File: config.mk
export PLATFORM = sky130hd
export DESIGN_NAME = frame_pattern_recognizer
export DESIGN_NICKNAME = d
export VERILOG_FILES = /design/src/rtl/frame_rec_pkg.sv /design/src/rtl/frame_rec_next.sv /design/src/rtl/frame_rec_state_reg.sv /design/src/rtl/frame_pattern_recognizer.sv
export SDC_FILE = /design/constraint.sdc
export NUM_CORES = 1
export LEC_CHECK = 0
export ABC_AREA = 1
export ABC_CLOCK_PERIOD_IN_PS = 900
export CORE_AREA = 5 5 42 44
export CTS_BUF_LIST = sky130_fd_sc_hd__clkbuf_8 sky130_fd_sc_hd__clkbuf_16
export DETAILED_ROUTE_END_ITERATION = 8
export DIE_AREA = 0 0 47 49
export GPL_ROUTABILITY_DRIVEN = 0
export HOLD_SLACK_MARGIN = 0.1
export PLACE_DENSITY_LB_ADDON = 0.05
export SLEW_MARGIN = 0
export SYNTH_ARGS = -nofsm -noshare
export SYNTH_HDL_FRONTEND = slang
export SYNTH_SLANG_ARGS = --single-unit
File: constraint.sdc
create_clock -name clk_i -period 0.9 [get_ports clk_i]
set_input_delay 0.225 -clock clk_i [delete_from_list [all_inputs] [get_ports clk_i]]
set_output_delay 0.225 -clock clk_i [all_outputs]
set_load 0.005 [all_outputs]
File: src/rtl/frame_rec_pkg.sv
package frame_rec_pkg;
  localparam int GROUP_LEN = 4;
  localparam int POS_W     = $clog2(GROUP_LEN);
  localparam int N_STATES  = 8;
  localparam int STATE_W   = $clog2(N_STATES);

  // LIVE: group can still match; DEAD: ruled out but still counted
  typedef enum logic [STATE_W-1:0] {
    ST_START_MISS = 3'd0,
    ST_START_HIT  = 3'd1,
    ST_FIRST_ONE  = 3'd2,
    ST_FIRST_ZERO = 3'd3,
    ST_LIVE2      = 3'd4,
    ST_DEAD2      = 3'd5,
    ST_LIVE3      = 3'd6,
    ST_DEAD3      = 3'd7
  } rec_state_e;
endpackage

File: src/rtl/frame_rec_next.sv
module frame_rec_next
  import frame_rec_pkg::*;
(
  input  rec_state_e cur_i,
  input  logic       bit_i,
  output rec_state_e nxt_o
);
  always_comb begin
    unique case (cur_i)
      ST_START_MISS,
      ST_START_HIT:  nxt_o = bit_i ? ST_FIRST_ONE : ST_FIRST_ZERO;
      ST_FIRST_ONE:  nxt_o = bit_i ? ST_DEAD2 : ST_LIVE2;
      ST_FIRST_ZERO: nxt_o = bit_i ? ST_LIVE2 : ST_DEAD2;
      ST_LIVE2:      nxt_o = bit_i ? ST_LIVE3 : ST_DEAD3;
      ST_DEAD2:      nxt_o = ST_DEAD3;
      ST_LIVE3:      nxt_o = bit_i ? ST_START_MISS : ST_START_HIT;
      ST_DEAD3:      nxt_o = ST_START_MISS;
      default:       nxt_o = ST_START_MISS;
    endcase
  end
endmodule

File: src/rtl/frame_rec_state_reg.sv
module frame_rec_state_reg
  import frame_rec_pkg::*;
#(
  parameter bit ONE_HOT = 1'b0
) (
  input  logic       clk_i,
  input  logic       rst_ni,
  input  logic       en_i,
  input  rec_state_e nxt_i,
  output rec_state_e state_o
);
  if (ONE_HOT) begin : g_one_hot
    logic [N_STATES-1:0] oh_q, oh_nxt;
    logic [STATE_W-1:0]  idx;

    for (genvar i = 0; i < N_STATES; i++) begin : g_bit
      assign oh_nxt[i] = (nxt_i == rec_state_e'(STATE_W'(i)));
    end

    always_ff @(posedge clk_i or negedge rst_ni) begin
      if (!rst_ni)   oh_q <= N_STATES'(1) << ST_START_MISS;
      else if (en_i) oh_q <= oh_nxt;
    end

    always_comb begin
      idx = '0;
      for (int i = 0; i < N_STATES; i++)
        if (oh_q[i]) idx = idx | STATE_W'(i);
    end
    assign state_o = rec_state_e'(idx);

    a_r7_onehot_valid: assert property (@(posedge clk_i) disable iff (!rst_ni)
      $countones(oh_q) == 1);
  end else begin : g_binary
    rec_state_e state_q;
    always_ff @(posedge clk_i or negedge rst_ni) begin
      if (!rst_ni)   state_q <= ST_START_MISS;
      else if (en_i) state_q <= nxt_i;
    end
    assign state_o = state_q;
  end

  a_r7_state_hold: assert property (@(posedge clk_i) disable iff (!rst_ni)
    !en_i |=> $stable(state_o));
endmodule

File: src/rtl/frame_pattern_recognizer.sv
module frame_pattern_recognizer
  import frame_rec_pkg::*;
#(
  parameter bit ONE_HOT = 1'b0
) (
  input  logic clk_i,
  input  logic rst_ni,
  input  logic valid_i,
  input  logic bit_i,
  output logic match_o
);
  rec_state_e state, state_nxt;

  frame_rec_next i_next (
    .cur_i (state),
    .bit_i (bit_i),
    .nxt_o (state_nxt)
  );

  frame_rec_state_reg #(.ONE_HOT(ONE_HOT)) i_state (
    .clk_i   (clk_i),
    .rst_ni  (rst_ni),
    .en_i    (valid_i),
    .nxt_i   (state_nxt),
    .state_o (state)
  );

  // Moore output decoded from the hit-carrying start state
  assign match_o = (state == ST_START_HIT);

  // independent frame position, used by assertions only
  logic [POS_W-1:0] chk_pos_q;
  always_ff @(posedge clk_i or negedge rst_ni) begin
    if (!rst_ni)      chk_pos_q <= '0;
    else if (valid_i) chk_pos_q <= chk_pos_q + POS_W'(1);
  end

  a_r1_reset_low: assert property (@(posedge clk_i)
    !rst_ni |-> !match_o);
  a_r2_live_tail_hits: assert property (@(posedge clk_i) disable iff (!rst_ni)
    valid_i && state == ST_LIVE3 && !bit_i |=> match_o);
  a_r4_dead_never_hits: assert property (@(posedge clk_i) disable iff (!rst_ni)
    valid_i && state == ST_DEAD3 |=> !match_o);
  a_r5_hit_on_boundary: assert property (@(posedge clk_i) disable iff (!rst_ni)
    $rose(match_o) |-> chk_pos_q == '0);
  a_r6_single_pulse: assert property (@(posedge clk_i) disable iff (!rst_ni)
    match_o && valid_i |=> !match_o);
  a_r7_hold_idle: assert property (@(posedge clk_i) disable iff (!rst_ni)
    !valid_i |=> $stable(match_o));
endmodule

**Word-level counts from Yosys, hierarchy flattened**

Index checks and enable logic that the tools add are counted.

- Output and inout bits: 1
- Latch bits: 0
- Memories: 0
- ROM bits: 0
- Register bits after elaboration: 3
- RAM bits: 0
- Word-level logic and storage cells: 16
- Input port bits: 4

- Multiply operators: 0
- Bitwise logic cells: 0
- Shift-type cells: 0
- Reduce and logical (&&, ||, !) cells: 2
- $lt $le $gt $ge: 0
- Add/sub/neg operators: 0
- Muxes and demuxes: 6
- Eq/ne operators: 7
- Div/mod/pow operators: 0

Operator list:

| operator | count |
|---|---|
| $pmux W3 S7 | 1 |
| $eq A3 B3 Y1 const B | 4 |
| $eq A3 B2 Y1 const B | 2 |
| $mux W1 | 5 |
| $eq A3 B1 Y1 const B | 1 |
| $logic_not A3 Y1 | 1 |
| $reduce_or A2 Y1 | 1 |

**Longest topological paths before layout**

Gate-level depths: netlist of the first run.

- Word-level depth: 3
- Gate-level depth with buffers: 6
- Depth with buffers taken out: 6

**Modules after synthesis**

From an unflattened synthesis of the first run, not the netlist that was laid out.

- Cell total of the unflattened synthesis: 35
- Area, all modules: 221.5 um^2

By module, submodules not included:

| module | area each (um^2) | instances | cells an instance | sequential area each (um^2) |
|---|---|---|---|---|
| frame_rec_state_reg | 112.6 | 1 | 13 | 75.1 |
| frame_rec_next | 95.1 | 1 | 19 | 0.0 |
| frame_pattern_recognizer | 13.8 | 1 | 3 | 0.0 |

**Worst setup path after synthesis of the first run**

No wires, ideal clock.

- Path type: reg-to-output
- Start: register i_state.g_binary.state_q[2] (netlist: i_state.state_o[2])
- End: output match_o
- Path slack: 0.070 ns
- Buffers on the path: 0
- Required time: 0.675 ns
- Arrival time: 0.605 ns
- Cell stages (with the launch flop): 4
- Path through: dfrtp_1 inv_2 nand2_1 nor2_1

- Longest elaborated chain between the ends: 1

RTL lines:

| element | RTL line | RTL |
|---|---|---|
| from (decl) | frame_rec_state_reg.sv:35 | `rec_state_e state_q;` |
| from (signal assigned) | frame_rec_state_reg.sv:38 | `else if (en_i) state_q <= nxt_i;` |
| $eq A3 B1 Y1 | frame_pattern_recognizer.sv:29 | `assign match_o = (state == ST_START_HIT);` |
| to (decl) | frame_pattern_recognizer.sv:10 | `output logic match_o` |

No other way between the ends.

**Final worst setup path of the first run**

Ends and elaborated chain as after synthesis.

==> results of run 1 <==
==> logic make-up after synthesis <==
kind of cell | synth area share
xor+xnor | 0.108
flops | 0.462
buf+inv | 0.0692
simple gates | 0.361
==> report_power, final <==
group / internal [µW] / switching (µW) / leakage (µW)
sequential: 205 / 44.4 / 0.0000350
combinational: 269 / 245 / 0.000100
clock: 289 / 80.1 / 0.0000269
==> repair_timing <==
item	CTS	global route
endpoints found under the setup margin	3	2
hold buffers	0	0
gates resized for setup	8	3
buffers inserted	0	0
pin swaps	2	1
==> worst min-delay path by stage <==
| stage | start | to |
|---|---|---|
| 6_report | rst_ni | i_state.state_o[0] |
| 5_1_grt | rst_ni | i_state.state_o[0] |
| 4_1_cts | rst_ni | i_state.state_o[0] |
| 2_1_floorplan | rst_ni | i_state.state_o[0] |
| 3_3_place_gp | rst_ni | i_state.state_o[0] |
| 3_5_place_dp | rst_ni | i_state.state_o[0] |
==> final cells by class <==
type	count	area share
repair buffers	9	0.229
flip-flops and latches	3	0.241
multi-input cells	16	0.277
clock inverters	1	0.0120
well taps	16	0.0643
clock buffers	3	0.133
inverters	3	0.0442
==> cells in the final DEF (no fill, tap or decap) <==
cell type and count:
inv_2 1, xor2_1 2, dfrtp_1 3, or2_1 1, inv_4 1, inv_1 2, clkdlybuf4s50_1 2, nand2_1 6
buf_2 1, buf_4 5, nand3_1 3, clkbuf_8 3, dlygate4sd2_1 1, nand2_2 3, nor2_2 1
==> routing by layer <==
layer	up-vias	part of all wire	global-route usage
li1	91	-	-
met1	77	0.48	0.0527
met2	5	0.48	0.0566
met3	0	0.043	0.0221
met4	0	0	0.0553
met5	-	0	0
==> through the flow <==
step	TNS, ns	worst slack (ns)	power [µW]	area, µm²
floorplan	0	0.0704	464	163
global placement	-0.913	-0.396	735	260
detailed placement	-0.946	-0.414	730	260
CTS	-0.335	-0.252	1130	304
global route	-0.421	-0.278	1230	312
finish	-0.277	-0.203	1130	312
==> impl_results.md, run 1 <==
* Pre-antenna DRT Iters at 1
* Via count at 173
* Gr usage total at 0.0472
* Area share of the largest cell type after synthesis at 0.462
* Detail Placement HPWL at 359 µm
* CP max stage delay at 0.38 ns
* Crit path DAT at 0.88 ns
* Most frequent cell after synthesis: nand2_1
* Skew-Pair Late Insertion Delay at 0.21 ns
* Cell taking the most area after synthesis: dfrtp_1
* Power per cell area at 3640 mW/mm²
* CP Buf/Inv Count at 2
* EDFF count, synth at 0
* CTS tree: built
* Slowest CP cell: dfrtp_1
* # IOs at 5
* Max Fclk at 0.907 GHz
* Final WL at 422 µm
* Core area at 0.00140 mm²
* Fin. max-slew vios at 0
* Die width at 47 µm
* Clock-pin slew on the worst setup and hold paths at 0.03 ns
* Leakage Power at 0.000162 µW
* Die Ht at 49 µm
* Worst relative slew slack at 0.893
* Register area at 75.1 µm²
* Largest net degree at the start of global routing at 5
* Initial antenna violation count at 0
* Startpoint types: register
* Clk buf depth at 2
* Mean routed wirelength per cell at 8.27 µm
* Post-route ant nets at 0
* Fin crit period at 1.10 ns
* R2r setup slk at -0.07 ns
* Most used flip-flop cell after synthesis: dfrtp_1
* Vias in the first global route at 182
* DR DRC count at 0
* Levels on crit path at 4
* Critical-path cell list: inv_2 -> nand2_2 -> nor2_2 -> buf_2
* DRT iter0 DRCs at 0
* Share of post-route cells with drive strength above 1 at 0.429
* # H-tree levels at 1
* Final period util at 1.23
* Synth top cells by count: nand2_1, dfrtp_1, nand3_1
* Tightest Pin Transition at 0.160 ns
* CP Capture Type: primary output
* Worst EP required at 0.67 ns
* Top cells by area in the synthesized netlist: dfrtp_1, nand2_1, xor2_1
* Number of I/O port buffers at 4
* Failing checks: setup timing
* HP Class: in2async
* Synth Warn # at 0
* CP Capture Point: match_o
* Global-route wire length before repair at 717 µm
* CTS Buf Count at 3
* Site Rows at 14
* Die area at 0.00230 mm²
* Max IR drop VDD at 0.000971 V
* Multi-input logic area at 86.3 µm²
* CTS Sinks at 3
* Vias/cell at 3.39
* Setup ws final at -0.203 ns
* Final Util at 0.222
* CTS Root Cell: clkbuf_8
* Initial Utilization at 0.116
* RR Startpoint: i_state.state_o[0]
* Delay-heaviest family, CP: flip-flops
* Total grt overflow at 0
* Max-cap check violation count at 0
* #FFs+latches synth at 3
* Post-synth ARST share at 1.00
* # fillers at 176
* Final cell count without fillers at 51
* Status: finished with violations
* R2R cell count at 7
* Hold Fails Final Rpt at 0
* R2r endpoint: i_state.state_o[0]
* Final nets at 40
* Crit path from: i_state.state_o[2]
* Ant diodes at 0
* Crit-path max FO at 2
* Post-synth cell types at 8
* Mapped Avg Cell Area at 7.39 µm²
* Mapped cell area at 163 µm²
* Layout area overhead at 91.5%
* Placed Instances at 47
* Endpoints failing setup at 2
* Seq/Total Area, Yosys at 0.462
* WS Path Type: reg2out
* Synth Instances at 22
* Hold Worst Slack at 0.199 ns
* Max reg flops at 3
* Setup repair after global routing missed its margin: yes
* Post-synthesis net count at 26
* Clk_skew at 0.00236 ns
(Power assumes the default switching activity.)
==> inputs of run 2 (changes only) <==
--- a/config.mk
+++ b/config.mk
@@ -11,6 +11,7 @@
 export CTS_BUF_LIST = sky130_fd_sc_hd__clkbuf_8 sky130_fd_sc_hd__clkbuf_16
 export DETAILED_ROUTE_END_ITERATION = 8
 export DIE_AREA = 0 0 47 49
+export DONT_BUFFER_PORTS = 1
 export GPL_ROUTABILITY_DRIVEN = 0
 export HOLD_SLACK_MARGIN = 0.1
 export PLACE_DENSITY_LB_ADDON = 0.05
==> impl_results.md, run 2 (synthesis results as in run 1) <==
* Status: finished with violations (unchanged)
* # H-tree levels at 1 (unchanged)
* Fin. max-slew vios at 0 (unchanged)
* Final nets at 37 (was 40)
* Site Rows at 14 (unchanged)
* Final WL at 386 µm (was 422 µm)
* Worst relative slew slack at 0.843 (was 0.893)
* HP Class: in2reg (was in2async)
* CTS Sinks at 3 (unchanged)
* Post-DP Area at 198 µm² (was 260 µm²)
* Hold Fails Final Rpt at 0 (unchanged)
* Max reg flops at 3 (unchanged)
* Setup ws final at -0.129 ns (was -0.203 ns)
* CTS Buf Count at 3 (unchanged)
* Max IR drop VDD at 0.000978 V (was 0.000971 V)
* Clk_skew at 0.000334 ns (was 0.00236 ns)
* Mean routed wirelength per cell at 8.04 µm (was 8.27 µm)
* Setup repair after global routing missed its margin: yes (unchanged)
* WS Path Type: reg2out (unchanged)
* Power per cell area at 3710 mW/mm² (was 3640 mW/mm²)
* Max Fclk at 0.972 GHz (was 0.907 GHz)
* Fin crit period at 1.03 ns (was 1.10 ns)
* Endpoints failing setup at 3 (was 2)
* Die Ht at 49 µm (unchanged)
* Vias/cell at 3.65 (was 3.39)
* Number of I/O port buffers at 0 (was 4)
* Skew-Pair Late Insertion Delay at 0.21 ns (about the same)
* DR DRC count at 0 (unchanged)
* Detail Placement HPWL at 314 µm (was 359 µm)
* Startpoint types: register (unchanged)
* Via count at 175 (was 173)
* CTS tree: built (unchanged)
* Die width at 47 µm (unchanged)
* CTS Root Cell: clkbuf_8 (unchanged)
* Max-cap check violation count at 0 (unchanged)
* Initial Utilization at 0.116 (unchanged)
* Final period util at 1.14 (was 1.23)
* Die area at 0.00230 mm² (unchanged)
* TNS Setup at -0.226 ns (was -0.277 ns)
* DRT iter0 DRCs at 1 (was 0)
* CP Capture Type: primary output (unchanged)
* Worst EP required at 0.67 ns (about the same)
* Crit path DAT at 0.80 ns (was 0.88 ns)
* Crit-path max FO at 2 (unchanged)
* Failing checks: setup timing (unchanged)
* Leakage Power at 0.000153 µW (was 0.000162 µW)
* Vias in the first global route at 197 (was 182)
* Commonest cells after routing, fill and taps aside: nand2_1, buf_4 (unchanged)
* Pre-antenna DRT Iters at 2 (was 1)
* Core area at 0.00140 mm² (unchanged)
* Clk buf depth at 2 (unchanged)
* Commonest non-fill, non-tap cell in the layout: nand2_1 (unchanged)
* # IOs at 5 (unchanged)
* Share of post-route cells with drive strength above 1 at 0.313 (was 0.429)
* Initial antenna violation count at 0 (unchanged)
* Overall Power at 1090 µW (was 1130 µW)
* Largest net degree at the start of global routing at 6 (was 5)
* Global-route wire length before repair at 710 µm (was 717 µm)
* Post-route ant nets at 0 (unchanged)
* Tightest Pin Transition at 0.236 ns (was 0.160 ns)
* Gr usage total at 0.0458 (was 0.0472)
* Total grt overflow at 0 (unchanged)
* Layout area overhead at 80.0% (was 91.5%)
* Ant diodes at 0 (unchanged)
* Clock-pin slew on the worst setup and hold paths at 0.03 ns (about the same)
* # fillers at 173 (was 176)
* Final instance area at 293 µm² (was 312 µm²)
run 2: cell count changes in the layout (fill, tap and decap cells not counted):
cell	previous run	this run
nand2_2	3	0
clkdlybuf4s50_1	2	0
dlygate4sd3_1	0	2
nand2_1	6	8
buf_2	1	0
buf_4	5	4
dlygate4sd2_1	1	0
inv_1	2	3
inv_4	1	0
nand2_4	0	1
nor2_2	1	0
nor2_4	0	1
run 2: layer usage:
metal | vias to the layer above | global-route usage | share of wire
li1 | 87 | - | -
met1 | 80 | 0.0462 | 0.39
met2 | 8 | 0.0611 | 0.47
met3 | 0 | 0.0295 | 0.13
met4 | 0 | 0.0415 | 0
met5 | - | 0 | 0
run 2: through the flow:
step | util | setup WS (ns) | hold slack, ns | std cells
floorplan | - | 0.0704 | -0.0706 | 22
global placement | 0.141 | -0.0367 | -0.0705 | 40
detailed placement | 0.141 | -0.0219 | -0.0705 | 40
CTS | 0.202 | -0.162 | 0.174 | 48
global route | 0.209 | -0.175 | 0.174 | 48
finish | 0.209 | -0.129 | 0.167 | 48
run 2: critical path, cell delays in order, from the launching register on:
cell	delay [ns]
dfrtp_1	0.37
inv_2	0.08
nand2_4	0.05
nor2_4	0.08
run 2: repair_timing:
item,CTS,global route
pin swaps,1,1
endpoints found under the setup margin,2,3
buffers inserted,2,0
resized for setup,2,2
hold endpoints to repair,4,0
hold buffers,2,0
run 2: final cells by class:
class	instances	area (µm²)	area share
Clock buffer	3	41.3	0.141
Clock inverter	1	3.75	0.0128
Inverter	3	11.3	0.0385
Multi-Input combinational cell	16	91.3	0.312
Sequential cell	3	75.1	0.256
Tap cell	16	20.0	0.0684
Timing Repair Buffer	6	50.0	0.171
run 2: worst paths after layout:
check                      cells past startpoint                  to                from  slack, ns
min                                            2  i_state.state_o[0]             valid_i       0.17
max in group asynchronous                      1  i_state.state_o[2]              rst_ni       0.48
max                                            3             match_o  i_state.state_o[2]      -0.13
min in group asynchronous                      1  i_state.state_o[0]              rst_ni       0.27
max reg2reg                                    7  i_state.state_o[0]  i_state.state_o[2]      -0.08
min reg2reg                                    1  i_state.state_o[1]  i_state.state_o[1]       0.60
run 2: power breakdown:
group | total, µW | switching [µW] | leakage (µW) | internal, µW
Sequential | 293 | 89.1 | 0.0000350 | 204
Combinational | 422 | 196 | 0.0000915 | 226
Clock | 371 | 81.1 | 0.0000269 | 290
